**config.mk**
```make
export PLATFORM = sky130hd
export DESIGN_NAME = dbw_reg
export DESIGN_NICKNAME = d
export VERILOG_FILES = /design/src/rtl/dbw_pkg.sv /design/src/rtl/dbw_stage.sv /design/src/rtl/dbw_trig.sv /design/src/rtl/dbw_commit.sv /design/src/rtl/dbw_reg.sv
export SDC_FILE = /design/constraint.sdc
export NUM_CORES = 1
export LEC_CHECK = 0
export ABC_AREA = 1
export CORE_MARGIN = 3
export CORE_UTILIZATION = 60
export DETAILED_ROUTE_END_ITERATION = 16
export DONT_BUFFER_PORTS = 1
export GPL_TIMING_DRIVEN = 0
export PLACE_DENSITY = 0.87
export RECOVER_POWER = 100
export SLEW_MARGIN = 20
export SYNTH_ARGS = -nofsm -noshare
export SYNTH_HDL_FRONTEND = slang
export SYNTH_SLANG_ARGS = --single-unit
```
**constraint.sdc**
```tcl
create_clock -name clk -period 1.55 [get_ports clk]
set_input_delay 0.155 -clock clk [delete_from_list [all_inputs] [get_ports clk]]
set_output_delay 0.155 -clock clk [all_outputs]
set_load 0.1 [all_outputs]
```
**src/rtl/dbw_pkg.sv**
```systemverilog
package dbw_pkg;
   typedef enum logic {
      TRIG_SELF = 1'b0,
      TRIG_EXT  = 1'b1
   } trig_mode_e;

   function automatic int unsigned idx_width(input int unsigned nsub);
      return (nsub > 1) ? $clog2(nsub) : 1;
   endfunction
endpackage

```
**src/rtl/dbw_stage.sv**
```systemverilog
module dbw_stage #(
   parameter int unsigned REG_W              = 64,
   parameter int unsigned SUB_W              = 32,
   parameter logic [REG_W-1:0] RESET_VAL     = '0,
   localparam int unsigned NSUB              = REG_W / SUB_W,
   localparam int unsigned NBYTE             = SUB_W / 8,
   localparam int unsigned IDX_W             = dbw_pkg::idx_width(NSUB)
) (
   input  logic              clk,
   input  logic              rst_n,
   input  logic              wr_ok,
   input  logic [IDX_W-1:0]  wr_idx,
   input  logic [SUB_W-1:0]  wr_data,
   input  logic [NBYTE-1:0]  wr_strb,
   output logic [REG_W-1:0]  stage_nxt
);
   logic [REG_W-1:0] stage_q;

   for (genvar s = 0; s < NSUB; s++) begin : g_sub
      logic sel;
      assign sel = wr_ok && (wr_idx == IDX_W'(s));
      for (genvar b = 0; b < NBYTE; b++) begin : g_byte
         assign stage_nxt[s*SUB_W + b*8 +: 8] =
            (sel && wr_strb[b]) ? wr_data[b*8 +: 8] : stage_q[s*SUB_W + b*8 +: 8];
      end
   end

   always_ff @(posedge clk) begin
      if (!rst_n) stage_q <= RESET_VAL;
      else        stage_q <= stage_nxt;
   end
endmodule

```
**src/rtl/dbw_trig.sv**
```systemverilog
module dbw_trig #(
   parameter int unsigned NSUB               = 2,
   parameter dbw_pkg::trig_mode_e TRIG_MODE  = dbw_pkg::TRIG_SELF,
   localparam int unsigned IDX_W             = dbw_pkg::idx_width(NSUB),
   localparam logic [IDX_W-1:0] LAST_IDX     = IDX_W'(NSUB - 1)
) (
   input  logic             wr_ok,
   input  logic [IDX_W-1:0] wr_idx,
   input  logic             ext_trig,
   output logic             commit
);
   logic self_hit;
   assign self_hit = wr_ok && (wr_idx == LAST_IDX);

   if (TRIG_MODE == dbw_pkg::TRIG_SELF) begin : g_self
      assign commit = self_hit | (ext_trig & 1'b0);
   end else begin : g_ext
      assign commit = ext_trig | (self_hit & 1'b0);
   end
endmodule

```
**src/rtl/dbw_commit.sv**
```systemverilog
module dbw_commit #(
   parameter int unsigned REG_W          = 64,
   parameter logic [REG_W-1:0] RESET_VAL = '0
) (
   input  logic             clk,
   input  logic             rst_n,
   input  logic             commit,
   input  logic [REG_W-1:0] stage_nxt,
   output logic [REG_W-1:0] reg_q,
   output logic             updated
);
   always_ff @(posedge clk) begin
      if (!rst_n) begin
         reg_q   <= RESET_VAL;
         updated <= 1'b0;
      end else begin
         updated <= commit;
         if (commit) reg_q <= stage_nxt;
      end
   end
endmodule

```
**src/rtl/dbw_reg.sv**
```systemverilog
module dbw_reg #(
   parameter int unsigned REG_W              = 64,
   parameter int unsigned SUB_W              = 32,
   parameter logic [REG_W-1:0] RESET_VAL     = '0,
   parameter dbw_pkg::trig_mode_e TRIG_MODE  = dbw_pkg::TRIG_SELF,
   localparam int unsigned NSUB              = REG_W / SUB_W,
   localparam int unsigned NBYTE             = SUB_W / 8,
   localparam int unsigned IDX_W             = dbw_pkg::idx_width(NSUB)
) (
   input  logic              clk,
   input  logic              rst_n,
   input  logic              wr_hit,
   input  logic              wr_en,
   input  logic [IDX_W-1:0]  wr_idx,
   input  logic [SUB_W-1:0]  wr_data,
   input  logic [NBYTE-1:0]  wr_strb,
   input  logic              ext_trig,
   output logic [REG_W-1:0]  reg_q,
   output logic              updated
);
   if (SUB_W == 0 || (SUB_W % 8) != 0) begin : g_bad_sub
      $error("dbw_reg: SUB_W must be a non-zero multiple of 8");
   end
   if (REG_W <= SUB_W || (REG_W % SUB_W) != 0) begin : g_bad_reg
      $error("dbw_reg: REG_W must be a multiple of SUB_W and wider than it");
   end

   logic             wr_ok;
   logic             commit;
   logic [REG_W-1:0] stage_nxt;

   assign wr_ok = wr_hit && wr_en && (32'(wr_idx) < NSUB);

   dbw_stage #(.REG_W(REG_W), .SUB_W(SUB_W), .RESET_VAL(RESET_VAL)) stage_i (
      .clk(clk), .rst_n(rst_n), .wr_ok(wr_ok), .wr_idx(wr_idx),
      .wr_data(wr_data), .wr_strb(wr_strb), .stage_nxt(stage_nxt)
   );

   dbw_trig #(.NSUB(NSUB), .TRIG_MODE(TRIG_MODE)) trig_i (
      .wr_ok(wr_ok), .wr_idx(wr_idx), .ext_trig(ext_trig), .commit(commit)
   );

   dbw_commit #(.REG_W(REG_W), .RESET_VAL(RESET_VAL)) commit_i (
      .clk(clk), .rst_n(rst_n), .commit(commit), .stage_nxt(stage_nxt),
      .reg_q(reg_q), .updated(updated)
   );
endmodule

```
==> impl_metrics.py <==
metrics = {
    "sta": {
        "fin_tns_setup_ps": 0,
        "fin_worst_skew_ps": 6.39,
        "rsz0062_at_grt": "false",
        "hold_viol": 0,
        "period_share": 0.924,
        "fin_crit_ps": 1430,
        "clock.fmax_ghz": 0.699,
        "drv_slew": 0,
        "relSlewSlack": 0.605,
        "worst_pin_slew_ps": 593,
        "setup_viol": 0,
    },
    "power": {
        "p_leak_nw": 2.69,
        "peakVddDrop_mv": 1.04,
        "p_per_area_nw_per_um2": 1420,
    },
    "yosys": {
        "synth_flop_cell": "dfxtp_1",
        "synth.most_common_cell": "dfxtp_1",
        "synth.area.top_cells": "dfxtp_1, nand3_1, nand2_1",
        "muxShareOfSynthArea": 0,
        "syn-instance-count": 635,
        "yosysTopAreaCellShare": 0.515,
        "synth_adder_area_share": 0,
        "synth_xor_area_frac": 0,
        "synth_compound_area_frac": 0.160,
        "seq_area_frac_synth": 0.515,
        "synth_common_cells": "dfxtp_1, nand2_1, nand3_1",
        "synth-edff-count": 0,
        "netlist_area_um2": 5020,
        "yosysTopAreaCell": "dfxtp_1",
        "ys_warn_count": 0,
        "syn_nets": 677,
        "synth_seq_cells": 129,
        "yosysUniqueCellTypes": 15,
        "async_reset_ff_frac": 0,
        "synth_top_family_by_area": "simple AND/OR/NAND/NOR gates",
        "syn_avg_cell_area_um2": 7.90,
        "synthSimpleGateAreaFrac": 0.239,
    },
    "floorplan": {
        "die_y_um": 97.5,
        "coreArea_um2": 7930,
        "rows": 32,
        "initial_core_util": 0.633,
        "chipWidth_um": 97.5,
        "die_area_um2": 9500,
        "ios": 107,
    },
    "grt": {
        "grt_use_total": 0.291,
        "antenna_found_initial": 0,
        "grt-ovfl-total": 0,
        "grt_pass1_wl_um": 22600,
        "grt_start_max_net_pins": 17,
        "grt_pass1_vias": 4659,
    },
    "finish": {
        "final_nets": 729,
        "drive_gt1_frac": 0.169,
        "fin_area_um2": 6170,
        "regArea_um2": 2660,
        "nFillCells": 507,
        "area_growth_pct": 23.0,
        "multi_input_area_um2": 2000,
        "antenna_cells": 0,
        "instances_no_fill": 802,
    },
    "clocking": {
        "clk_pin_slew_ps": 60,
        "clk_latency_ps": 510,
        "clockBufferDepth": 2,
        "clock-sinks": 129,
        "cts_buffers": 17,
        "cts_tree": "built",
        "root_buffer": "clkbuf_8",
        "htreeDepth": 4,
    },
    "route": {
        "drt_first_pass_iters": 7,
        "wirelength_um": 13700,
        "detail-route-antenna-nets": 0,
        "viasPerCell": 5.82,
        "drc": 0,
        "drt_iter0_drc": 315,
        "vias": 4667,
        "avgRoutedWirePerCell_um": 17.1,
    },
    "critical_path": {
        "max_stage_delay_ps": 590,
        "worstSetupStartpointType": "input pin",
        "crit_type": "in -> reg",
        "crit_required_ps": 1960,
        "arrival_ps": 1840,
        "critPathMaxFanout": 10,
        "crit_buf_inv": 5,
        "crit_family": "buffers and inverters",
        "cp_slowest_cell": "dlygate4sd3_1",
        "end_kind": "flop",
        "crit_path_cell_trace": "dlygate4sd3_1 > inv_2 > nor2_4 > buf_2 > clkbuf_2 > nand3_1 > nand2_1 > inv_1",
    },
    "run": {
        "cap_violations": 0,
    },
    "place": {
        "placed_area_um2": 5150,
        "placement.io_buffers": 0,
        "dp.cells": 737,
        "gp_congestion": 0.901,
        "dp_hpwl_um": 8990,
    },
    "min_path": {
        "worstHoldPathType": "in -> reg",
    },
    "outcome": {
        "status": "finished, final reports clean",
    },
}
[placed cells by master, fill, tap and decap left out, drive strengths merged]
master,synthesis,layout
clkinv,0,4
nor2,2,2
nand3,128,128
clkinvlp,0,1
clkbuf,22,57
bufinv,0,3
dlygate4sd3,0,33
a21oi,64,64
o21a,64,64
inv,66,66
nor3,1,1
nand2,129,129
buf,22,11
nand4,8,8
dfxtp,129,129
[power breakdown]
| group | total [mW] | internal [mW] | switching [mW] |
|---|---|---|---|
| logic | 0.560 | 0.218 | 0.342 |
| registers | 4.10 | 3.45 | 0.648 |
| clock network | 4.09 | 2.67 | 1.42 |
| total | 8.75 | 6.33 | 2.42 |
[flip-flops by register name (all words and copies together) (netlist names)]
| signal | cells |
|---|---|
| commit_i.reg_q | 64 |
| commit_i.updated | 1 |
| stage_i.stage_q | 64 |
[layer usage]
| metal | vias to the layer above | global-route usage | share of wire |
|---|---|---|---|
| li1 | 2209 | - | - |
| met2 | 242 | 0.488 | 0.50 |
| met1 | 2179 | 0.352 | 0.39 |
| met3 | 37 | 0.0861 | 0.090 |
| met4 | 0 | 0.110 | 0.023 |
| met5 | - | 0 | 0 |
[repair_timing]
action / in CTS / in global routing
resized for setup: 65 / 0
hold buffers: 33 / 0
hold endpoints to repair: 128 / 0
setup buffers: 0 / 0
endpoints found under the setup margin: 65 / 0
[path summary, 6_finish.rpt]
check / startpoint / end / slack (ps) / cells after the start
max: wr_idx / commit_i.reg_q[54]$_SDFFE_PN0N_ / 120 / 8
min: wr_en / commit_i.updated$_SDFF_PN0_ / 10 / 3
max reg2reg: commit_i.reg_q[32]$_SDFFE_PN0N_ / commit_i.reg_q[32]$_SDFFE_PN0N_ / 440 / 3
min reg2reg: stage_i.stage_q[9]$_SDFF_PN0_ / stage_i.stage_q[9]$_SDFF_PN0_ / 470 / 2
[worst register-to-register path: cells and delay by family, from the launching register on]
kind / cells / cell delay [ps]
buf+inv: 1 / 50
compound gates: 1 / 250
flops: 1 / 690
simple gates: 1 / 60
[final cells by class]
cell class	instances	area share
buffer	44	0.0308
inverter	66	0.0401
sequential	129	0.431
multi-input combinational	396	0.324
clock inverter	8	0.0203
tap	102	0.0207
timing repair buffer	33	0.0535
clock buffer	24	0.0794
[cells by family after synthesis]
logic type | after synthesis
buffers and inverters | 110
DFF | 129
and+or+nand+nor | 268
AOI/OAI and AO/OA | 128
[through the flow]
step / total power, mW / setup WS [ps] / hold slack [ps] / utilization
CTS: 8.70 / 163 / 12.1 / 0.779
detailed placement: 4.60 / 59.3 / 354 / 0.649
finish: 8.75 / 119 / 11.1 / 0.779
global route: 8.96 / 41.4 / 34.0 / 0.779
global placement: 4.58 / 136 / 350 / 0.649
floorplan: 4.48 / 261 / 344 / -
No activity file was read; power rests on OpenSTA's default activity.
